`src/rtl/burst_lane_pkg.sv`:
```
package burst_lane_pkg;

    localparam int ADDR_W  = 16;
    localparam int WORD_W  = 16;
    localparam int BEATS   = 8;
    localparam int OFS_W   = $clog2(BEATS);
    localparam int ROW_LSB = 10;
    localparam int BYTE_W  = 8;

    typedef struct packed {
        logic [ADDR_W-1:0] addr;
        logic [WORD_W-1:0] wdata;
        logic              wr;
    } client_req_t;

    // Beat offset rewrite: 0 goes to the top beat, every other k to k-1.
    function automatic logic [OFS_W-1:0] beat_remap(input logic [OFS_W-1:0] k);
        return k - OFS_W'(1);
    endfunction

    // Active-low single-beat enable: all beats masked except beat k.
    function automatic logic [BEATS-1:0] beat_keep(input logic [OFS_W-1:0] k);
        logic [BEATS-1:0] m;
        m    = '1;
        m[k] = 1'b0;
        return m;
    endfunction

endpackage

```
`src/rtl/bwl_phase_ctr.sv`:
```
module bwl_phase_ctr
#(
    parameter int PHASES    = 10,
    parameter int CAP_PHASE = 7,
    localparam int PH_W     = $clog2(PHASES)
)(
    input  logic            clk,
    input  logic            rst,
    output logic [PH_W-1:0] phase,
    output logic            cap_now
);

    localparam logic [PH_W-1:0] LAST = PH_W'(PHASES - 1);

    always_ff @(posedge clk) begin
        if (rst)               phase <= '0;
        else if (phase == LAST) phase <= '0;
        else                   phase <= phase + PH_W'(1);
    end

    assign cap_now = (phase == PH_W'(CAP_PHASE));

    assert_phase_wrap_R7: assert property (@(posedge clk) disable iff (rst)
        (phase == LAST) |=> (phase == '0));
    assert_phase_step_R7: assert property (@(posedge clk) disable iff (rst)
        (phase != LAST) |=> (phase == $past(phase) + PH_W'(1)));

endmodule

```
`src/rtl/bwl_client_mux.sv`:
```
module bwl_client_mux
    import burst_lane_pkg::*;
(
    input  logic        chan_sel,
    input  client_req_t pri_req,
    input  client_req_t sec_req,
    output client_req_t sel_req
);

    always_comb begin
        sel_req = chan_sel ? sec_req : pri_req;
    end

endmodule

```
`src/rtl/bwl_cmd_path.sv`:
```
module bwl_cmd_path
    import burst_lane_pkg::*;
#(
    parameter int ROW_W = 15,
    parameter int COL_W = 15
)(
    input  logic                    clk,
    input  logic                    rst,
    input  logic                    row_cmd,
    input  logic                    col_cmd,
    input  client_req_t             req,
    output logic [ROW_W-1:0]        row_addr,
    output logic [COL_W-1:0]        col_addr,
    output logic [BEATS*WORD_W-1:0] wr_burst,
    output logic [BEATS-1:0]        beat_mask,
    output logic                    dq_oe
);

    localparam int ROW_BITS = ADDR_W - ROW_LSB;
    localparam int COL_BITS = ROW_LSB;

    logic [ROW_BITS-1:0]     row_part;
    logic [COL_BITS-1:0]     col_part;
    logic [OFS_W-1:0]        ofs;
    logic [BEATS*WORD_W-1:0] burst_next;

    assign ofs      = req.addr[OFS_W-1:0];
    assign row_part = req.addr[ADDR_W-1:ROW_LSB];
    assign col_part = {req.addr[ROW_LSB-1:OFS_W], beat_remap(ofs)};

    for (genvar b = 0; b < BEATS; b++) begin : g_beat
        assign burst_next[b*WORD_W +: WORD_W] = req.wdata;
    end

    always_ff @(posedge clk) begin
        if (rst) begin
            row_addr <= '0;
        end else if (row_cmd) begin
            row_addr <= ROW_W'(row_part);
        end
    end

    always_ff @(posedge clk) begin
        if (rst) begin
            col_addr  <= '0;
            wr_burst  <= '0;
            beat_mask <= '1;
            dq_oe     <= 1'b0;
        end else if (col_cmd) begin
            col_addr  <= COL_W'(col_part);
            wr_burst  <= burst_next;
            beat_mask <= beat_keep(ofs);
            dq_oe     <= req.wr;
        end
    end

    assert_row_hold_R1: assert property (@(posedge clk) disable iff (rst)
        !row_cmd |=> $stable(row_addr));
    assert_col_hold_R2: assert property (@(posedge clk) disable iff (rst)
        !col_cmd |=> $stable(col_addr));
    assert_mask_single_R4: assert property (@(posedge clk) disable iff (rst)
        col_cmd |=> ($countones(beat_mask) == BEATS - 1));
    assert_oe_follows_write_R6: assert property (@(posedge clk) disable iff (rst)
        !col_cmd |=> $stable(dq_oe));

endmodule

```
`src/rtl/bwl_read_capture.sv`:
```
module bwl_read_capture
    import burst_lane_pkg::*;
#(
    parameter int CAP_BEAT = 4
)(
    input  logic                    clk,
    input  logic                    rst,
    input  logic                    cap_now,
    input  logic [BEATS*WORD_W-1:0] rd_burst,
    output logic [WORD_W-1:0]       rd_word
);

    localparam int LANES  = WORD_W / BYTE_W;
    localparam int PLANE  = BEATS * BYTE_W;

    logic [WORD_W-1:0] picked;

    for (genvar j = 0; j < LANES; j++) begin : g_lane
        assign picked[j*BYTE_W +: BYTE_W] = rd_burst[j*PLANE + CAP_BEAT*BYTE_W +: BYTE_W];
    end

    always_ff @(posedge clk) begin
        if (rst)          rd_word <= '0;
        else if (cap_now) rd_word <= picked;
    end

    assert_rd_hold_R9: assert property (@(posedge clk) disable iff (rst)
        !cap_now |=> $stable(rd_word));
    assert_rd_take_R8: assert property (@(posedge clk) disable iff (rst)
        cap_now |=> (rd_word == {$past(rd_burst[BEATS*WORD_W-PLANE+CAP_BEAT*BYTE_W +: BYTE_W]),
                                 $past(rd_burst[CAP_BEAT*BYTE_W +: BYTE_W])}));

endmodule

```
`src/rtl/burst_word_lane.sv`:
```
module burst_word_lane
    import burst_lane_pkg::*;
#(
    parameter int ROW_W     = 15,
    parameter int COL_W     = 15,
    parameter int PHASES    = 10,
    parameter int CAP_PHASE = 7,
    parameter int CAP_BEAT  = 4,
    localparam int PH_W     = $clog2(PHASES),
    localparam int BUS_W    = BEATS * WORD_W
)(
    input  logic              clk,
    input  logic              rst,
    input  logic              chan_sel,
    input  logic [ADDR_W-1:0] pri_addr,
    input  logic [WORD_W-1:0] pri_wdata,
    input  logic              pri_write,
    input  logic [ADDR_W-1:0] sec_addr,
    input  logic [WORD_W-1:0] sec_wdata,
    input  logic              sec_write,
    input  logic              row_cmd,
    input  logic              col_cmd,
    input  logic [BUS_W-1:0]  rd_burst,
    output logic [ROW_W-1:0]  row_addr,
    output logic [COL_W-1:0]  col_addr,
    output logic [BUS_W-1:0]  wr_burst,
    output logic [BEATS-1:0]  beat_mask,
    output logic              dq_oe,
    output logic [WORD_W-1:0] rd_word,
    output logic [PH_W-1:0]   phase
);

    client_req_t pri_req, sec_req, sel_req;
    logic        cap_now;

    assign pri_req = '{addr: pri_addr, wdata: pri_wdata, wr: pri_write};
    assign sec_req = '{addr: sec_addr, wdata: sec_wdata, wr: sec_write};

    bwl_phase_ctr #(.PHASES(PHASES), .CAP_PHASE(CAP_PHASE)) u_phase (
        .clk(clk), .rst(rst), .phase(phase), .cap_now(cap_now)
    );

    bwl_client_mux u_mux (
        .chan_sel(chan_sel), .pri_req(pri_req), .sec_req(sec_req), .sel_req(sel_req)
    );

    bwl_cmd_path #(.ROW_W(ROW_W), .COL_W(COL_W)) u_cmd (
        .clk(clk), .rst(rst), .row_cmd(row_cmd), .col_cmd(col_cmd), .req(sel_req),
        .row_addr(row_addr), .col_addr(col_addr), .wr_burst(wr_burst),
        .beat_mask(beat_mask), .dq_oe(dq_oe)
    );

    bwl_read_capture #(.CAP_BEAT(CAP_BEAT)) u_rd (
        .clk(clk), .rst(rst), .cap_now(cap_now), .rd_burst(rd_burst), .rd_word(rd_word)
    );

    // the mask zero must sit at the offset of the selected client.
    assert_mask_from_selected_R5: assert property (@(posedge clk) disable iff (rst)
        col_cmd |=> (beat_mask[$past(chan_sel ? sec_addr[OFS_W-1:0] : pri_addr[OFS_W-1:0])] == 1'b0));

endmodule

```
`config.mk`:
```
export PLATFORM = sky130hd
export DESIGN_NAME = burst_word_lane
export DESIGN_NICKNAME = d
export VERILOG_FILES = /design/src/rtl/burst_lane_pkg.sv /design/src/rtl/bwl_phase_ctr.sv /design/src/rtl/bwl_client_mux.sv /design/src/rtl/bwl_cmd_path.sv /design/src/rtl/bwl_read_capture.sv /design/src/rtl/burst_word_lane.sv
export SDC_FILE = /design/constraint.sdc
export NUM_CORES = 1
export LEC_CHECK = 0
export BUFFER_PORTS_ARGS = -buffer_cell sky130_fd_sc_hd__buf_2
export CELL_PAD_IN_SITES_DETAIL_PLACEMENT = 0
export CELL_PAD_IN_SITES_GLOBAL_PLACEMENT = 2
export CORE_MARGIN = 2
export CORE_UTILIZATION = 16
export DETAILED_ROUTE_END_ITERATION = 7
export PLACE_DENSITY = 0.8
export SYNTH_ARGS = -nofsm -noshare
export SYNTH_HDL_FRONTEND = slang
export SYNTH_SLANG_ARGS = --single-unit
```
`constraint.sdc`:
```
create_clock -name clk -period 2.1 [get_ports clk]
set_clock_uncertainty 0.15 [all_clocks]
set_input_delay 0.42 -clock clk [delete_from_list [all_inputs] [get_ports clk]]
set_output_delay 0.42 -clock clk [all_outputs]
set_load 0.03 [all_outputs]
```
==> results of run 1 <==
-- metal layers --
layer / global-route usage, % / vias to the layer above / wire (um)
met5: 0 / - / 0
met4: 3.93 / 0 / 182
met3: 3.37 / 10 / 963
met2: 13.6 / 158 / 4700
met1: 9.50 / 1280 / 4120
li1: - / 1504 / -
-- cell type report --
| class | count | area share, % |
|---|---|---|
| Timing Repair Buffer | 273 | 31.0 |
| Multi-Input combinational cell | 199 | 26.9 |
| Sequential cell | 61 | 26.7 |
| Tap cell | 275 | 7.53 |
| Clock buffer | 11 | 5.53 |
| Clock inverter | 4 | 2.08 |
| Inverter | 3 | 0.247 |
-- cells in the mapped netlist --
master	count	area [um^2]
a211oi_1	33	248
buf_1	1	3.75
nor2b_1	1	6.26
and3b_1	1	8.76
o32a_1	2	20.0
mux2_2	1	11.3
nand2_1	36	135
dfxtp_1	61	1220
or3_1	2	12.5
clkbuf_1	13	48.8
nand3_1	1	5.00
o31a_1	2	17.5
buf_2	7	35.0
mux2i_1	32	320
nand2b_1	2	12.5
ha_1	3	37.5
nand4b_1	2	17.5
nor2_1	34	128
a31oi_1	3	18.8
inv_1	3	11.3
or4b_1	1	10.0
mux2i_2	1	13.8
nor3_1	4	20.0
o311ai_1	1	8.76
a21oi_1	19	95.1
buf_4	127	953
nor3b_1	1	7.51
nand3b_1	3	22.5
conb_1	1	3.75
-- cell families (layout without fill, tap and decap cells) --
logic type / count (synthesis) / after routing
buffers and inverters: 151 / 291
multiplexers: 34 / 34
adder cells (fa/ha/maj): 3 / 3
AND/OR/NAND/NOR: 88 / 88
flip-flops: 61 / 61
AO/OA/AOI/OAI: 60 / 60
other: 1 / 14
-- flip-flops by register name, indices dropped and copies added (netlist names) --
name,cells
u_cmd.dq_oe,1
u_cmd.wr_burst,16
u_phase.phase,4
u_cmd.beat_mask,8
u_cmd.row_addr,6
u_cmd.col_addr,10
u_rd.rd_word,16
-- worst paths after layout --
path                                   to                        startpoint  cells past startpoint
max                           wr_burst[9]  u_cmd.wr_burst[121]$_SDFFE_PP0P_                      1
min          u_rd.rd_word[0]$_SDFFE_PP0N_                      rd_burst[32]                      3
max reg2reg  u_rd.rd_word[6]$_SDFFE_PP0N_       u_phase.phase[0]$_SDFF_PP0_                      5
min reg2reg  u_rd.rd_word[6]$_SDFFE_PP0N_      u_rd.rd_word[6]$_SDFFE_PP0N_                      2
-- through the flow --
step / cell area [um^2] / power, mW / hold slack, ns / std cells / utilization [%]
final: 4570 / 4.01 / 0.171 / 826 / 21.7
after global routing: 4570 / 4.23 / 0.156 / 826 / 21.7
after CTS: 4570 / 4.12 / 0.143 / 826 / 21.7
after detailed placement: 4220 / 2.30 / 0.295 / 811 / 20.0
after global placement: 4220 / 2.30 / 0.288 / 811 / 20.0
after floorplan: 3500 / 2.18 / 0.406 / 411 / -
-- cells in the final DEF, fill, tap and decap left out, types with 4 or more instances in the layout --
master,synthesis,layout
dfxtp_1,61,61
buf_2,7,259
conb_1,1,14
buf_4,127,13
a211oi_1,33,33
mux2i_1,32,32
nor3_1,4,4
nor2_1,34,34
a21oi_1,19,19
nand2_1,36,36
clkbuf_16,0,9
-- power groups by stage --
stage,Clock [mW],Sequential (mW),Combinational (mW)
floorplan,0,1.42,0.762
detailed placement,0,1.31,0.990
global route,1.88,1.30,1.05
global placement,0,1.30,0.992
finish,1.75,1.28,0.976
CTS,1.85,1.28,0.991
==> impl_results.md, run 1 <==
* Outcome: completed
* Reg area at 1220 um^2
* Grt ovf at 0
* Final critical-path required period at 1.64 ns
* # H-tree levels at 3
* Comb pwr share at 24.3%
* R2R Setup Slk at 0.63 ns
* Via count at 2952
* DP HPWL at 7790 um
* Post-DR wirelength/cell at 12.1 um
* CTS clk-pin slew, worst paths at 0.05 ns
* Slowest CP cell: dfxtp_1
* CTS Root Cell: clkbuf_16
* Gr usage total at 8.34%
* Die height at 151 um
* Post-synthesis instance area at 3450 um^2
* First-pass GRT wire length at 13900 um
* Max IR drop VDD at 0.000337 V
* RSZ-0062 raised after global routing: false
* Die Area at 22800 um^2
* CTS Buf Count at 9
* Netlist cell types at 29
* Max-slew headroom at 56.8%
* Startpoint Class: flip-flop
* Sequential share of the synthesized area at 35.4%
* Critical Path End Type: output port
* I/O pin total at 386
* Largest family of logic cells by synthesized area: buffers and inverters
* Max-cap viol count at 0
* Vias per cell at 3.57
* Power share of the clock group at 43.7%
* Core Rows at 53
* WP data arrival at 1.07 ns
* Clock Sinks at 61
* PD cells at 879 nW/um^2
* Initial antenna violation count at 0
* Hold Violations, Final at 0
* Worst path cell trace: buf_2
* Final worst slack at 0.463 ns
* Max Slew Vio Count at 0
* Simple-gate share of the synthesized area at 11.2%
* Port Buffers at 259
* Post-Route WL at 9970 um
* Syn Area/Cell at 8.68 um^2
* Leakage at 2.36 nW
* Power share of the sequential group at 32.0%
* Layout cells sized above 1 at 52.6%
* Place WS at 0.152 ns
* Postcts setup bufs at 0
* Hold Buf Count CTS at 0
* Vias in the first global route at 2484
* Worst-Margin Slew at 0.647 ns
* CP Class: flip-flop to output port
* Router iterations before antenna repair at 4
* ANT cells at 0
* Switching power at 1.29 mW
* Combined area of the multi-input logic cells at 1230 um^2
* CTS resizes at 0
* DR iter-0 viols at 72
* Core region area at 21100 um^2
* Multiplexer area fraction after synthesis at 10.0%
* Fmax at 611 MHz
* WP data required at 1.53 ns
* CP delay by family, top: flip-flops
* Clk Latency, worst-skew pair at 0.33 ns
* Largest net degree at the start of global routing at 33
* Final TNS setup at 0 ns
* Largest stage delay, worst path at 0.48 ns
* Net Sw Frac at 32.2%
* CTS tree: built
* Int Power at 2.72 mW
* CP bufs+invs at 1
* Ys Warns at 0
* Layout area overhead at 32.2%
* Final setup fails at 0
* Final ANT Viol Nets at 0
* Fillers at 2368
* Period Utilization, post-route at 77.9%
* DRC at 0
* Starting Density at 16.4%
* GP Congestion at 0.693
* Post-layout net count at 749
* Cell count after synthesis at 398
* Adder and majority gate portion of the synthesized area at 1.09%
* CTS max path bufs at 2
* Synth Area in XOR/XNOR at 0%
* Min-delay worst type: primary input to flip-flop
* Max FO, Critical Path at 9
* DIE WIDTH at 151 um
* Compound-Gate Fraction of Synth Area at 11.8%
* Synth Register Bits at 61
Note: power is estimated with default switching activity, not from simulation.
==> run 2, diff against run 1 <==
- CORE_UTILIZATION: 16 -> 14
- PLACE_DENSITY: 0.8 -> 0.74
- clock period: 2.1 -> 1.46 ns (I/O delays scaled with it)
==> run 2 against run 1 <==
  * Wire length up 8.6%
  * Die area up 14%
  * Register-to-register slack worse by 0.52 ns
  * Utilization down 1.8 points
  * Cell count up 6.9%
  * Non-clock buffer count up 7
  * Design area up 5.3%
  * Critical endpoint is now wr_burst[90]
==> impl_results.md, run 2 (synthesis gave the netlist of run 1 again) <==
* Power share of the sequential group at 32.7%
* Router iterations before antenna repair at 6
* Most common cell after layout, fill and taps aside: buf_2
* Hold Violations, Final at 0
* Final setup fails at 0
* DRC at 0
* WP data required at 1.02 ns
* Largest net degree at the start of global routing at 28
* Most frequent cells in the layout: 238 x buf_2, 41 x dfxtp_1, 36 x nand2_1
* I/O pin total at 386
* CP delay by family, top: flip-flops
* Final ANT Viol Nets at 0
* CTS tree: built
* Net Sw Frac at 33.7%
* Critical Path End Type: output port
* Outcome: completed
* Vias in the first global route at 2619
* Reg area at 1260 um^2
* Dpl cells at 867
* Layout area overhead at 39.2%
* Slowest CP cell: dfxtp_2
* Clk Latency, worst-skew pair at 0.34 ns
* # H-tree levels at 3
* PD cells at 1180 nW/um^2
* Power share of the clock group at 41.3%
* Comb pwr share at 26.0%
* CP bufs+invs at 1
* Initial antenna violation count at 0
* Grt ovf at 0
* Combined area of the multi-input logic cells at 1270 um^2
* CTS Buf Count at 9
* Min-delay worst type: primary input to flip-flop
* Starting Density at 14.2%
* First-pass GRT wire length at 15500 um
* Switching power at 1.91 mW
* CTS Root Cell: clkbuf_16
* Core region area at 24200 um^2
* Startpoint Class: flip-flop
* Place WS at -0.528 ns
* Vias per cell at 3.43
* Postcts setup bufs at 0
* Die height at 161 um
* Max Slew Vio Count at 0
* Gr usage total at 8.05%
* Final worst slack at 0.0501 ns
* Post-DR wirelength/cell at 12.3 um
* Biggest regs: u_cmd.wr_burst: 16 flops, u_rd.rd_word: 16 flops, u_cmd.col_addr: 10 flops
* Die Area at 25900 um^2
* Max FO, Critical Path at 9
* Max IR drop VDD at 0.000355 V
* Non-filler instance count after layout at 883
* Fillers at 2745
* Post-layout net count at 756
* DP HPWL at 8410 um
* Largest stage delay, worst path at 0.41 ns
* Port Buffers at 259
* WP data arrival at 0.97 ns
* Final critical-path required period at 1.41 ns
* Final TNS setup at 0 ns
* CTS clk-pin slew, worst paths at 0.06 ns
* Clock Sinks at 61
* RSZ-0062 raised after global routing: true
* GP Congestion at 0.666
* Final design utilization at 19.8%
* Core Rows at 57
* Int Power at 3.76 mW
* ANT cells at 0
* Via count at 3027
* CP Class: flip-flop to output port
* Max-cap viol count at 0
* Post-Route WL at 10800 um
* Hold Buf Count CTS at 0
* Fmax at 709 MHz
* DR iter-0 viols at 77
* Leakage at 2.40 nW
* Layout cells sized above 1 at 57.4%
* Period Utilization, post-route at 96.6%
* Tot Pwr at 5.67 mW
* Worst path cell trace: buf_2
* DIE WIDTH at 161 um
* CTS max path bufs at 2
[run 2: repair_timing]
| action | CTS | global route |
|---|---|---|
| pin swaps | 0 | 0 |
| endpoints found under the hold margin | 0 | 0 |
| resized for setup | 31 | 14 |
| endpoints found under the setup margin | 139 | 62 |
[run 2: area by class of cell]
type	count	area share, %
clock inverters	4	1.51
repair buffers	280	32.1
well taps	324	8.43
inverters	3	0.286
multi-input cells	199	26.4
flip-flops and latches	61	26.1
clock buffers	12	5.13
[run 2: tightest hold or removal path: cells and delay by family]
family          cells  cell delay [ns]
buf+inv             1             0.09
compound gates      1             0.05
simple gates        1             0.04
[run 2: metrics by stage]
step / hold WS, ns / instance area [um^2]
detailed placement: 0.296 / 4390
global route: 0.0299 / 4810
finish: 0.0400 / 4810
floorplan: 0.278 / 3540
global placement: 0.291 / 4390
CTS: 0.0187 / 4780
[run 2: routing by layer]
layer | wire length [um] | global-route usage [%] | vias up
li1 | - | - | 1515
met1 | 4590 | 9.63 | 1330
met2 | 5170 | 13.4 | 171
met3 | 921 | 2.80 | 11
met4 | 147 | 2.92 | 0
met5 | 0 | 0 | -
[run 2: worst paths after layout]
path | from | to | slack [ns] | cells after the start
worst max register to register | u_phase.phase[0]$_SDFF_PP0_ | u_rd.rd_word[7]$_SDFFE_PP0N_ | 0.11 | 5
worst min-delay path | rd_burst[96] | u_rd.rd_word[8]$_SDFFE_PP0N_ | 0.04 | 3
worst max-delay path | u_cmd.wr_burst[122]$_SDFFE_PP0P_ | wr_burst[90] | 0.05 | 1
worst min register to register | u_rd.rd_word[4]$_SDFFE_PP0N_ | u_rd.rd_word[4]$_SDFFE_PP0N_ | 0.30 | 2
[run 2: power groups by stage]
stage | combinational (mW) | sequential [mW] | clock [mW]
floorplan | 1.11 | 2.04 | 0
detailed placement | 1.46 | 1.89 | 0
CTS | 1.49 | 1.86 | 2.46
global route | 1.57 | 1.88 | 2.52
global placement | 1.46 | 1.88 | 0
finish | 1.48 | 1.86 | 2.34
==> run 3, diff against run 2 <==
- PLACE_DENSITY: 0.74 -> unset
- PLACE_DENSITY_LB_ADDON: unset -> 0.1
==> run 3 against run 2 <==
  * Largest power group unchanged
  * First-iteration DRC count decreased by 39%
  * Wire length increased by 3.9%
  * Die area unchanged
  * Clock power decreased by 11%
  * Count of clock-buffer cells in the layout increased by 3
  * Register-to-register slack got worse by 0.02 ns
  * Highest routed layer unchanged
  * Utilization decreased by 0.34 points
  * Critical path type unchanged
  * Power decreased by 4.9%
  * Sequential cell count unchanged
==> impl_results.md, run 3 (synthesis gave the netlist of run 1 again) <==
* Outcome: completed
* Origin of the critical flop-to-flop path: u_phase.phase[0]$_SDFF_PP0_
* Hold path startpoint: rd_burst[36]
* CTS max path bufs at 2
* Router iterations before antenna repair at 4
* Die height at 161 um
* Vias per cell at 3.41
* Port Buffers at 259
* Postcts setup bufs at 0
* First-pass GRT wire length at 16300 um
* Int Power at 3.51 mW
* Core Rows at 57
* Layout cells sized above 1 at 57.1%
* ANT cells at 0
* PD cells at 1140 nW/um^2
* Post-Route WL at 11200 um
* Via count at 3007
* Worst hold margin at 0.0377 ns
* DR iter-0 viols at 47
* Largest stage delay, worst path at 0.34 ns
* Startpoint Class: flip-flop
* Combined area of the multi-input logic cells at 1250 um^2
* Post-layout net count at 756
* Max Slew Vio Count at 0
* Initial antenna violation count at 0
* Layout area overhead at 36.9%
* Period Utilization, post-route at 97.2%
* Largest net degree at the start of global routing at 31
* Grt ovf at 0
* Min-delay worst type: primary input to flip-flop
* Final critical-path required period at 1.42 ns
* Top cell by count, worst path: buf_4
* Slowest CP cell: dfxtp_4
* Final setup fails at 0
* Clock Sinks at 61
* Most common cell after layout, fill and taps aside: buf_2
* Hold Violations, Final at 0
* Reg area at 1250 um^2
* CP Class: flip-flop to output port
* I/O pin total at 386
* Max-cap viol count at 0
* Power share of the sequential group at 34.2%
* Final worst slack at 0.0410 ns
* CTS Root Cell: clkbuf_16
* Starting Density at 14.2%
* Vias in the first global route at 2778
* # H-tree levels at 3
* Biggest regs: u_cmd.wr_burst: 16 flops, u_rd.rd_word: 16 flops, u_cmd.col_addr: 10 flops
* Final ANT Viol Nets at 0
* Post-placement cell area at 4370 um^2
* DP HPWL at 8650 um
* Fillers at 2728
* CTS Buf Count at 9
* Final design utilization at 19.5%
* DRC at 0
* Fmax at 705 MHz
* Reg2reg path depth at 6
* Power share of the clock group at 38.5%
* Gr usage total at 8.37%
* Critical Path End Type: output port
* Die Area at 25900 um^2
* Worst setup startpoint: u_phase.phase[1]$_SDFF_PP0_
* Tot Pwr at 5.40 mW
* CTS tree: built
* Clk Latency, worst-skew pair at 0.34 ns
* Core region area at 24200 um^2
* Max IR drop VDD at 0.000394 V
* Hold Buf Count CTS at 0
* Design Area, Final at 4730 um^2
* WP data required at 1.02 ns
* Post-DR wirelength/cell at 12.7 um
* Worst Hold Depth at 3
* Net Sw Frac at 35.0%
* Comb pwr share at 27.3%
* Max FO, Critical Path at 4
* Leakage at 2.38 nW
* DIE WIDTH at 161 um
* Worst path cell trace: buf_4 > buf_4
* WP data arrival at 0.98 ns
* Place WS at -0.238 ns
* RSZ-0062 raised after global routing: true
* CTS resizes at 24
* GP Congestion at 0.681
* CTS clk-pin slew, worst paths at 0.06 ns
* Switching power at 1.89 mW
* Most frequent cells in the layout: 244 x buf_2, 42 x dfxtp_1, 36 x nand2_1
[run 3: power by group through the flow]
stage	Sequential [mW]	Combinational, mW	Clock (mW)
3_5_place_dp	1.87	1.47	0
6_report	1.84	1.48	2.08
4_1_cts	1.84	1.49	2.19
2_1_floorplan	2.04	1.11	0
5_1_grt	1.86	1.57	2.26
3_3_place_gp	1.87	1.49	0
[run 3: worst paths after layout]
path / end / slack (ns)
worst max register to register: u_rd.rd_word[8]$_SDFFE_PP0N_ / 0.09
worst min register to register: u_rd.rd_word[11]$_SDFFE_PP0N_ / 0.30
worst max-delay path: phase[1] / 0.04
worst min-delay path: u_rd.rd_word[4]$_SDFFE_PP0N_ / 0.04
[run 3: routing by layer]
layer  vias up  track usage (%)  part of all wire (%)
li1       1511                -                     -
met1      1327             10.0                    44
met2       159             13.2                    46
met3        10             3.00                   8.7
met4         0             4.26                   2.0
met5         -                0                     0
[run 3: area by class of cell]
type / count / share of cell area, %
clock inverter: 1 / 0.106
sequential: 61 / 26.4
inverter: 3 / 0.291
multi-input combinational: 199 / 26.5
timing repair buffer: 280 / 32.2
clock buffer: 15 / 5.88
tap: 324 / 8.58
[run 3: stage by stage]
step,instances,TNS (ns)
after CTS,883,-1.33
after floorplan,411,-0.185
after global routing,883,-0.0217
after global placement,867,-4.05
final,883,0
after detailed placement,867,-4.21
[run 3: critical path: cells and delay by family (launching register included)]
family	cells	cell delay, ns
buffers and inverters	2	0.30
flip-flops	1	0.34
